<file path="src/rtl/smute_pkg.sv">
// Shared definitions for the soft-mute gain ramp.
// Assumes: gain is an unsigned level in which 0 means silence.
package smute_pkg;
    localparam int GAIN_W = 8;

    // Rate mode encoding on the speed input
    typedef enum logic [1:0] {
        SPD_NORMAL = 2'b00,
        SPD_DOUBLE = 2'b01,
        SPD_QUAD   = 2'b10,
        SPD_QUAD_X = 2'b11
    } speed_e;
endpackage

</file>
<file path="src/rtl/smute_edge_detect.sv">
// Detects rising edges of the word clock in the system clock domain.
// Assumes: word_clk is already synchronous to clk. The history flop resets
// high, so a word clock that is high at release is not taken as an edge.
module smute_edge_detect (
    input  logic clk,
    input  logic rst_n,
    input  logic word_clk,
    output logic tick
);
    logic prev_q;

    // Remember the word clock level from the previous cycle
    always_ff @(posedge clk) begin
        if (!rst_n) prev_q <= 1'b1;
        else        prev_q <= word_clk;
    end

    assign tick = word_clk & ~prev_q;
endmodule

</file>
<file path="src/rtl/smute_step_div.sv">
// Counts frames between gain steps and pulses step when an interval ends.
// Assumes: active is low while the gain sits at its goal. The count is then
// cleared, so a new ramp always starts on a full interval.
module smute_step_div
    import smute_pkg::*;
#(
    parameter int NORM_FPS = 4,
    localparam int MAX_FPS = NORM_FPS * 4,
    localparam int CNT_W   = $clog2(MAX_FPS),
    localparam int FPS_W   = CNT_W + 1
) (
    input  logic   clk,
    input  logic   rst_n,
    input  logic   tick,
    input  logic   active,
    input  speed_e speed,
    output logic   step
);
    logic [CNT_W-1:0] cnt_q;
    logic [FPS_W-1:0] fps;
    logic             last;

    // Frames per step for the selected rate mode
    always_comb begin
        unique case (speed)
            SPD_NORMAL: fps = FPS_W'(NORM_FPS);
            SPD_DOUBLE: fps = FPS_W'(NORM_FPS * 2);
            default:    fps = FPS_W'(MAX_FPS);
        endcase
    end

    assign last = ({1'b0, cnt_q} >= (fps - FPS_W'(1)));
    assign step = tick & active & last;

    // Frame counter, idle-cleared and wrapped at the end of each interval
    always_ff @(posedge clk) begin
        if (!rst_n || !active) cnt_q <= '0;
        else if (tick)         cnt_q <= last ? '0 : cnt_q + CNT_W'(1);
    end
endmodule

</file>
<file path="src/rtl/smute_gain_ramp.sv">
// Holds the shared gain level and moves it one count per step toward its
// goal: zero while muted, the target level otherwise.
// Assumes: step is only raised while the level differs from the goal.
module smute_gain_ramp #(
    parameter int GAIN_W = 8
) (
    input  logic              clk,
    input  logic              rst_n,
    input  logic              step,
    input  logic              mute_req,
    input  logic [GAIN_W-1:0] target,
    output logic [GAIN_W-1:0] gain,
    output logic              at_goal
);
    logic [GAIN_W-1:0] goal;
    logic [GAIN_W-1:0] gain_q;

    assign goal    = mute_req ? '0 : target;
    assign at_goal = (gain_q == goal);
    assign gain    = gain_q;

    // Load the target in power-down, otherwise step once toward the goal
    always_ff @(posedge clk) begin
        if (!rst_n)
            gain_q <= target;
        else if (step && !at_goal)
            gain_q <= (gain_q < goal) ? gain_q + GAIN_W'(1) : gain_q - GAIN_W'(1);
    end
endmodule

</file>
<file path="src/rtl/smute_scaler.sv">
// Multiplies one signed sample by gain/2^GAIN_W with truncation toward
// zero and registers the result on each frame tick.
// Assumes: the gain is unsigned and below 2^GAIN_W, so the result fits DATA_W.
module smute_scaler #(
    parameter int DATA_W = 24,
    parameter int GAIN_W = 8,
    localparam int PW    = DATA_W + GAIN_W
) (
    input  logic                     clk,
    input  logic                     rst_n,
    input  logic                     tick,
    input  logic signed [DATA_W-1:0] din,
    input  logic        [GAIN_W-1:0] gain,
    output logic signed [DATA_W-1:0] dout
);
    localparam logic signed [PW-1:0] BIAS = PW'((1 << GAIN_W) - 1);

    logic signed [PW-1:0] prod;
    logic signed [PW-1:0] biased;

    // Signed product; negatives get a bias so the shift rounds toward zero
    always_comb begin
        prod   = PW'(din) * PW'($signed({1'b0, gain}));
        biased = prod[PW-1] ? prod + BIAS : prod;
    end

    // Capture the scaled sample once per frame
    always_ff @(posedge clk) begin
        if (!rst_n)    dout <= '0;
        else if (tick) dout <= DATA_W'(biased >>> GAIN_W);
    end
endmodule

</file>
<file path="src/rtl/soft_mute_ramp.sv">
// Soft-mute top: detects frame edges, times gain steps, ramps the shared
// gain and scales both channels.
// Assumes: all inputs are synchronous to clk; pwr_dn_n is synchronous
// active-low.
module soft_mute_ramp
    import smute_pkg::*;
#(
    parameter int DATA_W   = 24,
    parameter int NORM_FPS = 4,
    localparam int NCH     = 2
) (
    input  logic                     clk,
    input  logic                     pwr_dn_n,
    input  logic                     word_clk,
    input  logic                     mute_req,
    input  logic        [GAIN_W-1:0] att_level,
    input  logic        [1:0]        speed_sel,
    input  logic signed [DATA_W-1:0] in_l,
    input  logic signed [DATA_W-1:0] in_r,
    output logic signed [DATA_W-1:0] out_l,
    output logic signed [DATA_W-1:0] out_r,
    output logic                     muted
);
    logic              frame_tick;
    logic              step_pulse;
    logic              at_goal;
    logic [GAIN_W-1:0] gain_lvl;
    logic signed [DATA_W-1:0] ch_in  [NCH];
    logic signed [DATA_W-1:0] ch_out [NCH];

    smute_edge_detect edge_i (
        .clk(clk), .rst_n(pwr_dn_n), .word_clk(word_clk), .tick(frame_tick)
    );

    smute_step_div #(.NORM_FPS(NORM_FPS)) div_i (
        .clk(clk), .rst_n(pwr_dn_n), .tick(frame_tick), .active(!at_goal),
        .speed(speed_e'(speed_sel)), .step(step_pulse)
    );

    smute_gain_ramp #(.GAIN_W(GAIN_W)) ramp_i (
        .clk(clk), .rst_n(pwr_dn_n), .step(step_pulse), .mute_req(mute_req),
        .target(att_level), .gain(gain_lvl), .at_goal(at_goal)
    );

    assign ch_in[0] = in_l;
    assign ch_in[1] = in_r;

    // One scaler per channel, all sharing the gain level
    for (genvar c = 0; c < NCH; c++) begin : g_ch
        smute_scaler #(.DATA_W(DATA_W), .GAIN_W(GAIN_W)) scl_i (
            .clk(clk), .rst_n(pwr_dn_n), .tick(frame_tick),
            .din(ch_in[c]), .gain(gain_lvl), .dout(ch_out[c])
        );
    end

    assign out_l = ch_out[0];
    assign out_r = ch_out[1];
    assign muted = mute_req && (gain_lvl == '0);
endmodule


</file>
<file path="config.mk">
export PLATFORM = sky130hd
export DESIGN_NAME = soft_mute_ramp
export DESIGN_NICKNAME = d
export VERILOG_FILES = /design/src/rtl/smute_pkg.sv /design/src/rtl/smute_edge_detect.sv /design/src/rtl/smute_step_div.sv /design/src/rtl/smute_gain_ramp.sv /design/src/rtl/smute_scaler.sv /design/src/rtl/soft_mute_ramp.sv
export SDC_FILE = /design/constraint.sdc
export NUM_CORES = 1
export LEC_CHECK = 0
export ABC_AREA = 1
export BUFFER_PORTS_ARGS = -buffer_cell sky130_fd_sc_hd__buf_2
export CORE_ASPECT_RATIO = 0.9
export CORE_MARGIN = 10
export CORE_UTILIZATION = 40
export DETAILED_ROUTE_END_ITERATION = 10
export GPL_TIMING_DRIVEN = 0
export PLACE_DENSITY = 0.6
export SLEW_MARGIN = 20
export SYNTH_ARGS = -nofsm -noshare
export SYNTH_HDL_FRONTEND = slang
export SYNTH_HIERARCHICAL = 1
export SYNTH_SLANG_ARGS = --single-unit
</file>
<file path="constraint.sdc">
create_clock -name clk -period 7.2 [get_ports clk]
set_input_delay 0.36 -clock clk [delete_from_list [all_inputs] [get_ports clk]]
set_output_delay 0.36 -clock clk [all_outputs]
set_load 0.02 [all_outputs]
</file>
* Yosys cells after proc, flatten, opt, wreduce, memory -nomap -nowiden
Index checks and enable logic that the tools add are counted.
W data, S select, Z words.
** Word-level totals
- Output and inout port bits :: 49
- Logic and storage cells :: 37
- Bits in registers :: 61
- Bits of input ports :: 62
** Cells by class
- Bitwise gates (word level) :: 4
- Multipliers :: 2
- Muxes and demuxes :: 8
- Reductions and logical operators :: 7
- Equality and inequality tests :: 3
- $add $sub $neg :: 6
- Order comparisons :: 2
** Operators by type and width (number)
- $add A32 B9 Y32 const B :: 2
- $mul A24 B9 Y32 :: 2
- $mux W32 :: 2
- $mux W8 :: 4
- $pmux W5 S2 :: 1
- $add A8 B1 Y8 const B :: 1
- $eq A8 B8 Y1 :: 1
- $logic_not A8 Y1 :: 1
- $lt A8 B8 Y1 :: 1
- $sub A8 B1 Y8 const B :: 1
- $ge A4 B5 Y1 :: 1
- $sub A5 B1 Y5 const B :: 1
- $add A4 B1 Y4 const B :: 1
- $mux W4 :: 1
- $and A1 B1 Y1 :: 3
- $eq A2 B1 Y1 const B :: 1
- $logic_and A1 B1 Y1 :: 2
- $logic_not A1 Y1 :: 2
- $logic_not A2 Y1 :: 1
- $ne A2 B1 Y1 const B :: 1
- $logic_or A1 B1 Y1 :: 1
- $not A1 Y1 :: 1

* Longest topological paths before layout
- Depth after elaboration :: 8
- Depth in mapped cells :: 31
- Depth with buffers taken out :: 30

* By module
Netlist, hierarchy kept.
** Modules (own cells, without submodules)
- smute_scaler (g_ch[0].scl_i) :: times used 1, area each 9360.2 um^2, cells an instance 1454, seq. area each 480.5 um^2
- smute_scaler (g_ch[1].scl_i) :: times used 1, area each 9351.5 um^2, cells an instance 1451, seq. area each 480.5 um^2
- smute_gain_ramp :: times used 1, area each 895.9 um^2, cells an instance 117, seq. area each 240.2 um^2
- smute_step_div :: times used 1, area each 249.0 um^2, cells an instance 34, seq. area each 80.1 um^2
- soft_mute_ramp :: times used 1, area each 35.0 um^2, cells an instance 8, seq. area each 0.0 um^2
- smute_edge_detect :: times used 1, area each 33.8 um^2, cells an instance 4, seq. area each 20.0 um^2

* Least setup slack after synthesis
OpenSTA, ideal clock, no wires.
- Kind :: reg-to-reg
- Start point :: register ramp_i.gain_q[5], in the netlist ramp_i/gain[5]
- End point :: register g_ch[0].scl_i.dout[11]
- Data arrival time :: 4.887 ns
- Slack :: 2.205 ns
- Period minus slack after synthesis :: 4.995 ns
- Data required time :: 7.091 ns
- Cell stages (with the launch flop) :: 25
- Setup time :: 0.109 ns
- Path buffers :: 1
- Path through :: edfxtp_1 -> clkbuf_1 -> nand2_1 -> fa_1 -> inv_1 -> fa_1 -> fa_1 -> inv_1 -> fa_1 -> inv_1 -> ha_1 -> nand2_1 -> inv_1 -> a21oi_1 -> nand3_1 -> a21oi_1 -> nand2_2 -> nor3_4 -> nand2_2 -> inv_2 -> nand2_1 -> a21oi_1 -> o21ai_1 -> nand2_1 -> inv_1
** Between the ends
- Cells in the longest elaborated chain, start to end :: 3
** Ends and longest elaborated chain
- from (decl) :: RTL line smute_gain_ramp.sv:16 : logic [GAIN_W-1:0] gain_q;
- from (signal assigned) :: RTL line smute_gain_ramp.sv:25 : gain_q <= target;
- from (signal assigned) :: RTL line smute_gain_ramp.sv:27 : gain_q <= (gain_q < goal) ? gain_q + GAIN_W'(1) : gain_q - GAIN_W'(1);
- $mul A24 B9 Y32 (*) :: RTL line smute_scaler.sv:23 : prod = PW'(din) * PW'($signed({1'b0, gain}));
- $add A32 B9 Y32 :: RTL line smute_scaler.sv:24 : biased = prod[PW-1] ? prod + BIAS : prod;
- $mux W32 (*) :: RTL line smute_scaler.sv:24
- to (signal assigned) :: RTL line smute_scaler.sv:30 : else if (tick) dout <= DATA_W'(biased >>> GAIN_W);
- to (decl) :: RTL line smute_scaler.sv:14 : output logic signed [DATA_W-1:0] dout
Mark *: on every way between the ends. The rest lies on a longest branch, timed or not.
A chain may end at the register's enable or synchronous reset.

* Worst setup path in the final report
- Start point :: register ramp_i.gain_q[0], in the netlist ramp_i/gain[0]
- End point :: register g_ch[1].scl_i.dout[18]
** Between the ends
- Cells in the longest elaborated chain, start to end :: 3
** Ends and longest elaborated chain (RTL line)
- $mul A24 B9 Y32 (*) :: smute_scaler.sv:23
- $add A32 B9 Y32 :: smute_scaler.sv:24
- $mux W32 (*) :: smute_scaler.sv:24
- to (signal assigned) :: smute_scaler.sv:30
- to (decl) :: smute_scaler.sv:14
Marked as above.

==> impl_metrics.csv <==
group,metric,value,unit
worst_setup_path,required,7460,ps
worst_setup_path,crit_type,"flip-flop to flip-flop",
synth,synth-edff-count,8,
worst_setup_path,cp_top_family,"adder cells",
detailed_routing,drt_iter0_drc,1107,
die,dieArea,59200,sq um
run_status,status,"finished, final reports clean",
timing,rsz0062_at_grt,"no",
worst_setup_path,cp_max_fo,17,
global_routing,grt_pass1_wl,90400,um
synth,seq_area_frac_synth,6.53,%
worst_setup_path,cpMostUsedCell,"nand2_1",
global_routing,antenna_found_initial,6,
die,die_w,255,um
timing,period_minus_slack,6500,ps
final_layout,multiInputGateArea,14800,sq um
final_layout,synthToLayoutAreaGrowth,7.61,%
synth,syn_area,19900,sq um
synth,synth_area_per_cell,6.49,sq um
synth,synthSimpleGateAreaFrac,30.0,%
detailed_routing,wl_per_cell,13.9,um
global_routing,grt_overflow_total,0,
worst_setup_path,worst_ep_arrival_time,6770,ps
synth,yosys-top-cells-area,"fa_1 30%, nand2_1 18%, inv_1 17%",
clocking,htree_levels,3,
worst_setup_path,worst_path_max_delay_cell,"edfxtp_1",
job,drv_cap,0,
clocking,cts_resized,0,
final_layout,seq_area,1300,sq um
die,start_util,40.5,%
final_layout,layout.nets,3645,
clocking,clk_pin_slew,70,ps
die,coreArea,49200,sq um
worst_setup_path,critPathCaptureType,"flip-flop",
synth,synthXorXnorAreaFrac,1.49,%
detailed_routing,first_pass_iters,5,
detailed_routing,vias,17500,
synth,synthFlopType,"dfxtp_1",
synth,netlist_instances,3068,
synth,async_flop_share,0,%
global_routing,grt_start_max_net_pins,20,
timing,max_freq,0.154,GHz
global_routing,groute.usage.overall,19.0,%
global_routing,grt_pass1_vias,17700,
synth,synth_top_family_by_area,"adder cells",
die,die_y,232,um
placement,gp_congestion,0.895,
final_layout,drive_above_1_share,7.94,%
clocking,clock_latency,370,ps
synth,synth_cell_types,47,
detailed_routing,drt-total-wl,53000,um
die,row_count,77,
worst_setup_path,critPathLaunchType,"flip-flop",
clocking,cts_sinks,61,
detailed_routing,drcViolationCount,0,
synth,synth_warnings,6,
timing,skew,14.0,ps
detailed_routing,ant_nets,0,
clocking,numCtsBuffers,9,
clocking,clock_path_buffers,2,
synth,synth.top_cell.area_share,29.8,%
timing,finalSetupTns,0,ps
timing,slew_viol_final,0,
worst_setup_path,slowest_delay,1110,ps
synth,yosys-mux-area-fraction,0.0502,%
placement,hpwlAfterDp,45300,um
clocking,holdBufCountCts,0,
synth,synth_compound_area_share,3.96,%
detailed_routing,vias_per_cell,4.58,
clocking,cts_setup_buffers,0,
synth,synth_nets,3571,
synth,synth_top_cell_by_area,"fa_1",
timing,setup_viol,0,
final_layout,fill_cells,5366,
placement,numPortBuffers,62,
timing,period_share,90.3,%
clocking,cts_tree,"done",
min_path,hp-class,"input pin to flip-flop",
synth,ys_ff_latch,61,
clocking,cts_root_buffer,"clkbuf_16",
worst_setup_path,crit_buf_inv,5,
die,num_io_pins,111,
synth,synthAdderAreaFrac,38.9,%
timing,hold_violations,0,
timing,slew_headroom,23.4,%
timing,tightest_slew,1150,ps
worst reg2reg max path: cells and delay by family, from the launching register on:
kind	cells	cell delay (ps)
buf+inv	5	860
flops	1	1110
fa+ha+maj	5	2410
simple gates	15	2020
area by class of cell:
| class | instances | share of cell area [%] |
|---|---|---|
| timing repair buffer | 63 | 1.58 |
| multi-input combinational | 2009 | 69.1 |
| inverter | 902 | 15.8 |
| clock buffer | 9 | 1.05 |
| clock inverter | 7 | 0.496 |
| tap | 671 | 3.92 |
| sequential | 61 | 6.07 |
| antenna | 3 | 0.0350 |
| buffer | 96 | 1.94 |
cell usage in the layout, fill, tap and decap left out, types with 9 or more instances in the layout:
cell | Yosys | final
dfxtp_1 | 53 | 53
clkbuf_2 | 24 | 24
nand3_2 | 19 | 19
inv_1 | 885 | 885
clkbuf_16 | 0 | 9
nand4_1 | 27 | 27
o21ai_0 | 42 | 41
nand2_2 | 54 | 54
o21ai_1 | 9 | 10
nor2_1 | 148 | 148
nor2_2 | 26 | 26
nand3b_1 | 10 | 10
clkbuf_1 | 65 | 65
xnor2_1 | 13 | 13
buf_2 | 3 | 65
inv_2 | 14 | 14
nor2_4 | 14 | 14
fa_1 | 297 | 297
a21oi_1 | 73 | 73
nand2_1 | 956 | 956
xor2_1 | 21 | 21
nand3_1 | 113 | 113
ha_1 | 144 | 144
sequential cells by signal (all words and copies together) (netlist names):
signal,count
ramp_i/gain,8
div_i/cnt_q,4
g_ch.scl_i/dout,48
edge_i/prev_q,1
cells by family after synthesis:
family	after synthesis
AND/OR/NAND/NOR	1387
buffers and inverters	998
adder cells (fa/ha/maj)	441
AO/OA/AOI/OAI	146
flip-flops	61
XOR/XNOR	34
multiplexers	1
routing by layer:
metal / share of wire [%] / track usage (%) / vias up
met3: 7.6 / 4.11 / 27
met5: 0.060 / 0 / -
met4: 0.67 / 2.34 / 6
li1: - / - / 8942
met2: 41 / 29.0 / 366
met1: 50 / 27.7 / 8161
stage by stage:
stage / hold WS [ps] / instance area, sq um / util, % / cells / setup WS [ps]
finish: 203 / 21400 / 43.6 / 3821 / 695
global route: 216 / 21400 / 43.5 / 3818 / 264
CTS: 193 / 21400 / 43.5 / 3818 / 725
detailed placement: 457 / 21100 / 42.9 / 3802 / 708
global placement: 456 / 21100 / 42.8 / 3801 / 620
floorplan: 429 / 19900 / - / 3068 / 2200
path summary, 6_finish.rpt:
kind                                                to  slack [ps]  cells past startpoint                   from
worst max-delay path            g_ch[1].scl_i/dout[18]         700                     25         ramp_i/gain[0]
worst max register to register  g_ch[1].scl_i/dout[18]         700                     25         ramp_i/gain[0]
worst min-delay path                     edge_i/prev_q         200                      3               word_clk
worst min register to register   g_ch[1].scl_i/dout[3]         470                      2  g_ch[1].scl_i/dout[3]
cells in the mapped netlist, types with 2 or more instances:
library cell / instances
a21oi_1: 73
o21ai_0: 42
nor2_1: 148
edfxtp_1: 8
inv_2: 14
nor2_2: 26
nor2_4: 14
xor2_1: 21
and3_1: 2
nand2_1: 956
clkbuf_2: 24
clkbuf_1: 65
buf_2: 3
a21oi_2: 5
o21ai_1: 9
nand4_1: 27
nand3_2: 19
o31ai_1: 2
dfxtp_1: 53
buf_6: 2
fa_1: 297
nand2_2: 54
xnor2_1: 13
o211ai_1: 2
and2_1: 2
o21bai_1: 3
a21o_1: 3
nand3_4: 2
inv_1: 885
ha_1: 144
nand3b_1: 10
nor3_1: 8
nand3_1: 113
a31oi_1: 4
clkinv_1: 3
Power is left out: the tool's default activity adds up to more than one toggle a clock period on the data nets, which glitch-free logic cannot reach.
